--- config.mk ---
export PLATFORM = sky130hd
export DESIGN_NAME = contention_wait_gen
export DESIGN_NICKNAME = d
export VERILOG_FILES = /design/src/rtl/cwg_pkg.sv /design/src/rtl/cwg_phase_ctr.sv /design/src/rtl/cwg_classify.sv /design/src/rtl/cwg_wait_timer.sv /design/src/rtl/contention_wait_gen.sv
export SDC_FILE = /design/constraint.sdc
export NUM_CORES = 1
export LEC_CHECK = 0
export CORE_AREA = 5 5 42 44
export CTS_CLUSTER_DIAMETER = 100
export DETAILED_ROUTE_END_ITERATION = 12
export DIE_AREA = 0 0 47 49
export DONT_BUFFER_PORTS = 1
export GPL_TIMING_DRIVEN = 1
export REMOVE_ABC_BUFFERS = 1
export SYNTH_ARGS = -nofsm -noshare
export SYNTH_HDL_FRONTEND = slang
export SYNTH_SLANG_ARGS = --single-unit
--- constraint.sdc ---
create_clock -name clk -period 1.95 [get_ports clk]
set_clock_uncertainty 0.15 [all_clocks]
set_input_delay 0.0975 -clock clk [delete_from_list [all_inputs] [get_ports clk]]
set_output_delay 0.0975 -clock clk [all_outputs]
set_load 0.1 [all_outputs]
--- src/rtl/cwg_pkg.sv ---
package cwg_pkg;

    localparam int unsigned PH_W     = 3;
    localparam int unsigned FINE_LOG = PH_W - 1;

    typedef logic [PH_W-1:0] phase_t;

    typedef enum logic [2:0] {
        TGT_INT_RAM,
        TGT_ROM,
        TGT_EXT_RAM,
        TGT_IO_SLOW,
        TGT_IO_FAST
    } target_e;

    typedef enum logic [1:0] {
        GRID_NONE,
        GRID_FINE,
        GRID_COARSE
    } grid_e;

    typedef struct packed {
        target_e tgt;
        grid_e   grid;
    } acc_class_t;

    // Distance from phase p forward to the next boundary of grid g.
    function automatic phase_t slot_waits(grid_e g, phase_t p);
        phase_t mask;
        case (g)
            GRID_COARSE: mask = '1;
            GRID_FINE:   mask = phase_t'((1 << FINE_LOG) - 1);
            default:     mask = '0;
        endcase
        return phase_t'((phase_t'(0) - p) & mask);
    endfunction

endpackage

--- src/rtl/cwg_phase_ctr.sv ---
module cwg_phase_ctr
    import cwg_pkg::*;
(
    input  logic   clk,
    input  logic   rst,
    input  logic   sync,
    output phase_t phase
);
    always_ff @(posedge clk) begin
        if (rst || sync) phase <= '0;
        else             phase <= phase + phase_t'(1);
    end
endmodule

--- src/rtl/cwg_classify.sv ---
module cwg_classify
    import cwg_pkg::*;
#(
    parameter int unsigned ADDR_W    = 16,
    parameter int unsigned PORT_W    = 8,
    parameter logic [7:0]  ASIC_BASE = 8'hF8
) (
    input  logic              acc_io,
    input  logic [ADDR_W-1:0] acc_addr,
    input  logic              rom_low_en,
    input  logic              ext_high_en,
    input  logic              screen_en,
    input  logic              raster_on_screen,
    input  logic              stripe_mode,
    input  logic              in_stripe,
    output acc_class_t        cls
);
    localparam int unsigned TOP = ADDR_W - 1;

    logic [PORT_W-1:0] port;
    logic              in_rom_window;
    logic              in_ext_window;
    logic              coarse_video;

    assign port          = acc_addr[PORT_W-1:0];
    assign in_rom_window = (acc_addr[TOP -: 2] == 2'b00);
    assign in_ext_window = acc_addr[TOP];
    assign coarse_video  = raster_on_screen || (stripe_mode && in_stripe);

    always_comb begin
        if (acc_io) begin
            cls.tgt = (port >= PORT_W'(ASIC_BASE)) ? TGT_IO_SLOW : TGT_IO_FAST;
        end else if (rom_low_en && in_rom_window) begin
            cls.tgt = TGT_ROM;
        end else if (ext_high_en && in_ext_window) begin
            cls.tgt = TGT_EXT_RAM;
        end else begin
            cls.tgt = TGT_INT_RAM;
        end

        case (cls.tgt)
            TGT_IO_SLOW: cls.grid = GRID_COARSE;
            TGT_INT_RAM: begin
                if (!screen_en)        cls.grid = GRID_FINE;
                else if (coarse_video) cls.grid = GRID_COARSE;
                else                   cls.grid = GRID_FINE;
            end
            default:     cls.grid = GRID_NONE;
        endcase
    end
endmodule

--- src/rtl/cwg_wait_timer.sv ---
module cwg_wait_timer
    import cwg_pkg::*;
(
    input  logic   clk,
    input  logic   rst,
    input  logic   acc_start,
    input  grid_e  grid,
    input  phase_t phase,
    output logic   wait_n
);
    phase_t remain;

    assign wait_n = (remain == '0);

    always_ff @(posedge clk) begin
        if (rst) begin
            remain <= '0;
        end else if (remain != '0) begin
            remain <= remain - phase_t'(1);
        end else if (acc_start) begin
            remain <= slot_waits(grid, phase);
        end
    end
endmodule

--- src/rtl/contention_wait_gen.sv ---
module contention_wait_gen
    import cwg_pkg::*;
#(
    parameter int unsigned ADDR_W    = 16,
    parameter int unsigned PORT_W    = 8,
    parameter logic [7:0]  ASIC_BASE = 8'hF8
) (
    input  logic              clk,
    input  logic              rst,
    input  logic              sync,
    input  logic              acc_start,
    input  logic              acc_io,
    input  logic [ADDR_W-1:0] acc_addr,
    input  logic              rom_low_en,
    input  logic              ext_high_en,
    input  logic              screen_en,
    input  logic              raster_on_screen,
    input  logic              stripe_mode,
    input  logic              in_stripe,
    output logic              wait_n
);
    phase_t     phase;
    acc_class_t cls;

    cwg_phase_ctr u_phase (
        .clk   (clk),
        .rst   (rst),
        .sync  (sync),
        .phase (phase)
    );

    cwg_classify #(
        .ADDR_W    (ADDR_W),
        .PORT_W    (PORT_W),
        .ASIC_BASE (ASIC_BASE)
    ) u_class (
        .acc_io           (acc_io),
        .acc_addr         (acc_addr),
        .rom_low_en       (rom_low_en),
        .ext_high_en      (ext_high_en),
        .screen_en        (screen_en),
        .raster_on_screen (raster_on_screen),
        .stripe_mode      (stripe_mode),
        .in_stripe        (in_stripe),
        .cls              (cls)
    );

    cwg_wait_timer u_timer (
        .clk       (clk),
        .rst       (rst),
        .acc_start (acc_start),
        .grid      (cls.grid),
        .phase     (phase),
        .wait_n    (wait_n)
    );
endmodule

==> results.sh, run 1 <==
export IMPL_numCtsBuffers=3
export IMPL_synth_top_area_share_pct=29.2
export IMPL_dieArea_um2=2300
export IMPL_worst_ir_drop_vdd_mv=1.15
export IMPL_synth_cell_type_count=22
export IMPL_pwr_density_cell_nw_per_um2=1460
export IMPL_globalplace_congestion=0.683
export IMPL_period_share_pct=83.0
export IMPL_wirelength_um=745
export IMPL_synth_edf_count=0
export IMPL_hp_class="in -> reg"
export IMPL_crit_type="reg -> out"
export IMPL_tritoncts="done"
export IMPL_detail_route_antenna_nets=0
export IMPL_synthCells=42
export IMPL_syn_area_um2=412
export IMPL_crit_path_top_delay_cell="dfxtp_1"
export IMPL_grt_max_degree=7
export IMPL_ys_seq_area_share_pct=29.2
export IMPL_track_usage_pct=6.20
export IMPL_final_max_slew_viol_count=0
export IMPL_fmax_ghz=0.618
export IMPL_grt_pass1_wl_um=1000
export IMPL_io_pin_count=28
export IMPL_hpwl_um=614
export IMPL_synth_avg_cell_area_um2=9.80
export IMPL_avgRoutedWirePerCell_um=11.5
export IMPL_first_global_vias=263
export IMPL_die_y_um=49
export IMPL_worstPathArrival_ns=1.37
export IMPL_placed_cell_area_um2=439
export IMPL_pwr_share_clk_pct=15.7
export IMPL_setup_viol=0
export IMPL_core_rowCount=14
export IMPL_tightestPinTransition_ns=0.285
export IMPL_synth_largest_area_cell="dfxtp_1"
export IMPL_switching_power_mw=0.341
export IMPL_cp_max_fo=4
export IMPL_p_comb_share_pct=58.8
export IMPL_die_w_um=47
export IMPL_max_stage_delay_ns=0.37
export IMPL_nNetsFinal=83
export IMPL_finalSetupTns_ns=0
export IMPL_drive_gt1_share_pct=26.5
export IMPL_finalHoldViolCount=0
export IMPL_post_cts_buffers=0
export IMPL_clkSlewWorstSetupHoldPaths_ns=0.04
export IMPL_yosys_register_bits=6
export IMPL_drc=0
export IMPL_root_buffer="clkbuf_4"
export IMPL_synthTopCellsByArea="dfxtp_1 (29%), ha_1 (15%), a221oi_2 (7.3%)"
export IMPL_outcome="completed"
export IMPL_p_int_mw=0.375
export IMPL_initial_core_util_pct=29.4
export IMPL_numPortBuffers=0
export IMPL_required_ns=1.70
export IMPL_synth_top_cells_by_count="dfxtp_1 (6), inv_1 (6), ha_1 (5)"
export IMPL_p_sw_share_pct=47.6
export IMPL_drt_pass1_iterations=3
export IMPL_n_antenna_cell=0
export IMPL_pwr_share_seq_pct=25.5
export IMPL_post_cts_resized=0
export IMPL_slew_headroom_pct=80.9
export IMPL_drv_cap=0
export IMPL_grt_overflow_total=0
export IMPL_synthFlopType="dfxtp_1"
export IMPL_start_kind="flip-flop"
export IMPL_clk_path_buf_depth=2
export IMPL_placedCellCount=59
export IMPL_path_cells="inv_1 -> ha_1 -> nand2b_4 -> clkinv_2 -> buf_4"
export IMPL_async_flop_share_pct=0
export IMPL_power_leakage_nw=0.198
export IMPL_htree_num_levels=1
export IMPL_drt_iter0_markers=5
export IMPL_antenna_found_initial=0
export IMPL_yosysWarnings=0
export IMPL_via_per_inst=5.03
export IMPL_stdcell_count=65
export IMPL_endpoint_kind="output port"
export IMPL_cts_sinks=6
export IMPL_via_count=327
export IMPL_hold_slack_ns=0.208
export IMPL_core_area_um2=1400
export IMPL_rsz0062_at_grt="false"
export IMPL_syn_to_final_growth_pct=19.5
export IMPL_period_minus_slack_ns=1.62
export IMPL_final_area_um2=492
export IMPL_insertion_delay_ns=0.24
## worst max-delay path, delay by kind of cell (launching register included)
kind	cells	cell delay [ns]
adders and majority gates	1	0.25
buffers and inverters	3	0.38
DFF	1	0.37
and+or+nand+nor	1	0.12
## what timing repair did
action,in CTS,in global routing
endpoints found under the hold margin,6,0
hold buffers,3,0
endpoints found under the setup margin,0,0
## registers in the layout, indices dropped and copies added (netlist names)
register        cells
u_phase.phase       3
u_timer.remain      3
## cell type report
| class | count | area, um2 |
|---|---|---|
| clock buffer | 3 | 22.5 |
| inverter | 7 | 27.5 |
| fill | 157 | 910 |
| timing repair buffer | 4 | 37.5 |
| multi-input combinational | 29 | 264 |
| sequential | 6 | 120 |
| tap | 16 | 20.0 |
## path summary, 6_finish.rpt
path	startpoint	endpoint	slack, ns	depth (start not counted)
worst max-delay path	u_timer.remain[0]	wait_n	0.33	5
worst min-delay path	acc_addr[3]	u_timer.remain[2]	0.21	5
worst max register to register	u_phase.phase[0]	u_timer.remain[2]	0.62	5
worst min register to register	u_timer.remain[2]	u_timer.remain[2]	0.33	1
## power by group through the flow
stage	registers, mW	clock network [mW]	logic, mW
floorplan	0.180	0	0.361
global placement	0.184	0	0.409
detailed placement	0.185	0	0.416
CTS	0.182	0.120	0.426
global route	0.185	0.128	0.454
finish	0.182	0.112	0.421
## through the flow
step           total power [mW]  setup slack, ns  utilization, %
3_3_place_gp              0.593            0.273            31.3
5_1_grt                   0.767            0.270            35.1
2_1_floorplan             0.541            0.342               -
6_report                  0.716            0.331            35.1
3_5_place_dp              0.600            0.269            31.3
4_1_cts                   0.728            0.311            35.1
## routing by layer
| metal | up-vias | GRT usage (%) | routed length [um] | part of all wire, % |
|---|---|---|---|---|
| met5 | - | 0 | 0 | 0 |
| met4 | 0 | 5.53 | 0 | 0 |
| met3 | 0 | 1.11 | 98 | 13 |
| met2 | 19 | 9.05 | 342 | 46 |
| met1 | 144 | 7.27 | 304 | 41 |
| li1 | 164 | - | - | - |
## cells in the final DEF (no fill, tap or decap), types with 2 or more instances in the layout
master	instances
a221oi_2	2
nor3_1	2
nand2_1	2
dlygate4sd3_1	3
ha_1	5
clkbuf_4	3
xnor2_1	2
dfxtp_1	6
inv_1	6
nand4_1	2
a211oi_2	2
## kinds of logic (layout without fill, tap and decap cells)
| logic type | Yosys count | count (layout) | synth area share (%) |
|---|---|---|---|
| and+or+nand+nor | 12 | 12 | 18.5 |
| adders and majority gates | 5 | 5 | 15.2 |
| DFF | 6 | 6 | 29.2 |
| xor gates and xnor gates | 2 | 2 | 4.26 |
| AOI/OAI and AO/OA | 10 | 10 | 26.1 |
| buffers and inverters | 7 | 14 | 6.69 |
Note: power is estimated with default switching activity, not from simulation.
==> run 2, diff against run 1 <==
==> constraint.sdc (replaced) <==
create_clock -name clk -period 1.4 [get_ports clk]
set_clock_uncertainty 0.15 [all_clocks]
set_input_delay 0.07 -clock clk [delete_from_list [all_inputs] [get_ports clk]]
set_output_delay 0.07 -clock clk [all_outputs]
set_load 0.1 [all_outputs]
==> results.sh, run 2 (synthesis gave the netlist of run 1 again) <==
export IMPL_outcome="completed"
export IMPL_layout_common_cells="inv_1 (4), ha_1 (4), dfxtp_1 (4)"
export IMPL_period_minus_slack_ns=1.34
export IMPL_min_delay_start="acc_addr[3]"
export IMPL_initial_core_util_pct=29.4
export IMPL_slew_headroom_pct=80.4
export IMPL_final_area_um2=553
export IMPL_max_stage_delay_ns=0.36
export IMPL_via_per_inst=5.01
export IMPL_min_to="u_timer.remain[2]"
export IMPL_required_ns=1.37
export IMPL_avgRoutedWirePerCell_um=12.0
export IMPL_io_pin_count=28
export IMPL_whs_path_depth=5
export IMPL_clk_path_buf_depth=2
export IMPL_drt_iter0_markers=0
export IMPL_placed_cell_area_um2=454
export IMPL_rr_worst_depth=6
export IMPL_cpMostUsedCell="a211oi_2"
export IMPL_setup_viol=0
export IMPL_reg2reg_slack_ns=0.08
export IMPL_nNetsFinal=86
export IMPL_first_global_vias=328
export IMPL_n_antenna_cell=0
export IMPL_rsz0062_at_grt="false"
export IMPL_startpoint="ext_high_en"
export IMPL_endpoint_kind="flip-flop"
export IMPL_htree_num_levels=1
export IMPL_r2r_end="u_timer.remain[0]"
export IMPL_final_max_slew_viol_count=0
export IMPL_drive_gt1_share_pct=42.3
export IMPL_globalplace_congestion=0.718
export IMPL_hp_class="in -> reg"
export IMPL_core_area_um2=1400
export IMPL_die_w_um=47
export IMPL_via_count=341
export IMPL_period_share_pct=96.1
export IMPL_syn_to_final_growth_pct=34.3
export IMPL_root_buffer="clkbuf_4"
export IMPL_numPortBuffers=0
export IMPL_fmax_ghz=0.743
export IMPL_detail_route_antenna_nets=0
export IMPL_cp_max_fo=2
export IMPL_tightestPinTransition_ns=0.292
export IMPL_clkSlewWorstSetupHoldPaths_ns=0.05
export IMPL_tritoncts="done"
export IMPL_antenna_found_initial=0
export IMPL_finalHoldViolCount=0
export IMPL_worstReg2RegStart="u_timer.remain[0]"
export IMPL_grt_pass1_wl_um=1320
export IMPL_reg_top3="u_phase.phase x3, u_timer.remain x3"
export IMPL_crit_type="in -> reg"
export IMPL_worst_ir_drop_vdd_mv=1.45
export IMPL_fin_util_pct=39.5
export IMPL_worstPathArrival_ns=1.32
export IMPL_wirelength_um=814
export IMPL_hpwl_um=636
export IMPL_pwr_density_cell_nw_per_um2=2200
export IMPL_path_cells="a221o_1 -> nand2b_4 -> ha_1 -> and2b_1 -> a211oi_2 -> a211oi_2"
export IMPL_drt_pass1_iterations=1
export IMPL_die_y_um=49
export IMPL_critPathTopFamily="compound AO/OA/AOI/OAI gates"
export IMPL_grt_max_degree=7
export IMPL_power_leakage_nw=0.226
export IMPL_drc=0
export IMPL_start_kind="input port"
export IMPL_total_power_mw=1.22
export IMPL_track_usage_pct=8.25
export IMPL_dieArea_um2=2300
export IMPL_numCtsBuffers=3
export IMPL_worstPathBufferInverterCount=0
export IMPL_drv_cap=0
export IMPL_crit_path_top_delay_cell="a221o_1"
export IMPL_core_rowCount=14
export IMPL_grt_overflow_total=0
export IMPL_insertion_delay_ns=0.24
export IMPL_cts_sinks=6
export IMPL_finalSetupTns_ns=0
==> run 2: per-stage QoR <==
stage,hold WS [ns],setup slack (ns),std cells
finish,0.186,0.0550,68
global route,0.217,0.00681,68
CTS,0.186,0.00897,68
detailed placement,-0.0128,-0.240,61
global placement,-0.0140,-0.214,61
floorplan,-0.0154,-0.204,42
==> run 2: area by class of cell <==
| class | count | area (um2) |
|---|---|---|
| clock buffers | 3 | 22.5 |
| fillers | 157 | 848 |
| inverters | 7 | 31.3 |
| multi-input cells | 29 | 284 |
| flip-flops and latches | 6 | 123 |
| well taps | 16 | 20.0 |
| repair buffers | 7 | 72.6 |
==> run 2: power breakdown <==
group | switching [mW] | internal, mW | leakage, nW | total (mW)
registers | 0.0329 | 0.222 | 0.0499 | 0.255
clock network | 0.0638 | 0.0971 | 0.0138 | 0.161
logic | 0.441 | 0.358 | 0.162 | 0.800
==> run 2: metal layers <==
layer | GRT usage (%) | routed length [um] | part of all wire, % | up-vias
li1 | - | - | - | 175
met1 | 8.81 | 310 | 38 | 147
met2 | 11.5 | 355 | 44 | 19
met3 | 5.17 | 148 | 18 | 0
met4 | 5.53 | 0 | 0 | 0
met5 | 0 | 0 | 0 | -
==> run 2: worst min-delay path: cells and delay by family <==
kind                       cells  cell delay, ns
adders and majority gates      1            0.18
and+or+nand+nor                2            0.14
AOI/OAI and AO/OA              2            0.14
==> run 2: what timing repair did <==
item | 4_1_cts | 5_1_grt
hold buffers | 3 | 0
pin swaps | 0 | 1
setup endpoints to repair | 1 | 2
resized for setup | 6 | 5
buffers inserted | 1 | 0
endpoints found under the hold margin | 6 | 0
==> run 2: how the worst max path moves through the flow <==
stage | end | cells after the start
3_5_place_dp | u_timer.remain[0] | 6
5_1_grt | u_timer.remain[0] | 6
4_1_cts | wait_n | 5
2_1_floorplan | u_timer.remain[0] | 6
6_report | u_timer.remain[0] | 6
3_3_place_gp | u_timer.remain[0] | 6
==> run 3, diff against run 2 <==
--- a/config.mk
+++ b/config.mk
@@ -5,12 +5,15 @@
 export SDC_FILE = /design/constraint.sdc
 export NUM_CORES = 1
 export LEC_CHECK = 0
-export CORE_AREA = 5 5 42 44
+export CELL_PAD_IN_SITES_DETAIL_PLACEMENT = 2
+export CELL_PAD_IN_SITES_GLOBAL_PLACEMENT = 2
+export CORE_MARGIN = 5
+export CORE_UTILIZATION = 27
 export CTS_CLUSTER_DIAMETER = 100
 export DETAILED_ROUTE_END_ITERATION = 12
-export DIE_AREA = 0 0 47 49
 export DONT_BUFFER_PORTS = 1
 export GPL_TIMING_DRIVEN = 1
+export PLACE_DENSITY_LB_ADDON = 0.1
 export REMOVE_ABC_BUFFERS = 1
 export SYNTH_ARGS = -nofsm -noshare
 export SYNTH_HDL_FRONTEND = slang
==> results.sh, run 3 (synthesis gave the netlist of run 1 again) <==
export IMPL_slew_headroom_pct=80.1
export IMPL_nNetsFinal=86
export IMPL_regArea_um2=125
export IMPL_via_count=355
export IMPL_die_y_um=49.0
export IMPL_clkSlewWorstSetupHoldPaths_ns=0.05
export IMPL_drive_gt1_share_pct=46.2
export IMPL_tritoncts="done"
export IMPL_outcome="completed"
export IMPL_dieArea_um2=2410
export IMPL_io_pin_count=28
export IMPL_reg2reg_slack_ns=0.04
export IMPL_first_global_vias=391
export IMPL_n_antenna_cell=0
export IMPL_crit_type="in -> reg"
export IMPL_fin_util_pct=38.7
export IMPL_finalSetupTns_ns=0
export IMPL_pwr_density_cell_nw_per_um2=2200
export IMPL_fillers=170
export IMPL_cts_sinks=6
export IMPL_finalHoldViolCount=0
export IMPL_antenna_found_initial=0
export IMPL_worst_ir_drop_vdd_mv=1.11
export IMPL_detail_route_antenna_nets=0
export IMPL_period_minus_slack_ns=1.37
export IMPL_globalplace_congestion=0.723
export IMPL_period_share_pct=97.5
export IMPL_initial_core_util_pct=28.0
export IMPL_setup_viol=0
export IMPL_fmax_ghz=0.732
export IMPL_rr_worst_depth=6
export IMPL_power_leakage_nw=0.226
export IMPL_placed_cell_area_um2=447
export IMPL_die_w_um=49.0
export IMPL_drt_iter0_markers=0
export IMPL_htree_num_levels=1
export IMPL_hpwl_um=943
export IMPL_layout_common_cells="inv_1 (4), dfxtp_1 (4)"
export IMPL_numCtsBuffers=3
export IMPL_core_area_um2=1470
export IMPL_stdcell_count=68
export IMPL_via_per_inst=5.22
export IMPL_endpoint_kind="flip-flop"
export IMPL_startpoint="acc_addr[15]"
export IMPL_clk_path_buf_depth=2
export IMPL_worstPathArrival_ns=1.33
export IMPL_rsz0062_at_grt="false"
export IMPL_reg_top3="u_phase.phase x3, u_timer.remain x3"
export IMPL_drv_cap=0
export IMPL_final_area_um2=569
export IMPL_wirelength_um=1140
export IMPL_r2r_end="u_timer.remain[0]"
export IMPL_multi_input_area_um2=298
export IMPL_avgRoutedWirePerCell_um=16.8
export IMPL_numPortBuffers=0
export IMPL_grt_pass1_wl_um=1790
export IMPL_cp_max_fo=2
export IMPL_drc=0
export IMPL_grt_overflow_total=0
export IMPL_placedCellCount=60
export IMPL_core_rowCount=14
export IMPL_insertion_delay_ns=0.24
export IMPL_track_usage_pct=9.39
export IMPL_required_ns=1.37
export IMPL_final_max_slew_viol_count=0
export IMPL_worstReg2RegStart="u_timer.remain[0]"
export IMPL_hp_class="in -> reg"
export IMPL_root_buffer="clkbuf_4"
export IMPL_tightestPinTransition_ns=0.297
export IMPL_critPathCapture="u_timer.remain[0]"
export IMPL_grt_max_degree=7
export IMPL_syn_to_final_growth_pct=38.3
export IMPL_hold_slack_ns=0.188
export IMPL_start_kind="input port"
export IMPL_drt_pass1_iterations=1
-- run 3: cell count changes in the layout (fill, tap and decap cells not counted) --
cell	delta
and2b_1	-1
ha_1	-1
dfxtp_4	+1
and2b_2	+1
ha_4	+1
dfxtp_2	-1
-- run 3: worst min-delay path by stage --
stage / cells past startpoint / from / end
2_1_floorplan: 1 / rst / u_timer.remain[0]
3_3_place_gp: 1 / rst / u_timer.remain[0]
3_5_place_dp: 1 / rst / u_timer.remain[0]
4_1_cts: 5 / screen_en / u_timer.remain[2]
5_1_grt: 5 / acc_addr[3] / u_timer.remain[2]
6_report: 5 / acc_addr[5] / u_timer.remain[2]
-- run 3: where the power goes --
group	total [mW]	switching, mW	leakage, nW	internal, mW
registers	0.264	0.0360	0.0503	0.228
clock network	0.154	0.0572	0.0138	0.0966
logic	0.835	0.471	0.162	0.364
total	1.25	0.564	0.226	0.689
-- run 3: layout make-up --
cell class	instances	area share [%]
Inverter	7	5.49
Sequential cell	6	22.0
Timing Repair Buffer	7	12.7
Tap cell	16	3.52
Multi-Input combinational cell	29	52.3
Clock buffer	3	3.96
-- run 3: worst max-delay path: stages --
cell,delay [ns]
a221o_1,0.36
nand2b_4,0.16
ha_4,0.26
and2b_2,0.23
a211oi_2,0.20
a211oi_2,0.06
-- run 3: per-layer routing --
layer | global-route usage [%] | routed length, um | part of all wire, % | vias up
li1 | - | - | - | 172
met1 | 9.72 | 413 | 36 | 169
met2 | 17.8 | 643 | 56 | 14
met3 | 2.75 | 84 | 7.4 | 0
met4 | 2.69 | 0 | 0 | 0
met5 | 0 | 0 | 0 | -
-- run 3: repair_timing --
item / CTS / global route
buffers inserted: 1 / 1
hold endpoints to repair: 6 / 0
endpoints found under the setup margin: 1 / 3
pin swaps: 0 / 3
gates resized for setup: 8 / 6
hold buffers: 3 / 0
-- run 3: metrics by stage --
stage | setup WS, ns | power (mW)
after floorplan | -0.204 | 0.753
after global placement | -0.224 | 0.836
after detailed placement | -0.242 | 0.865
after CTS | 0.00279 | 1.22
after global routing | 0.00789 | 1.31
final | 0.0347 | 1.25
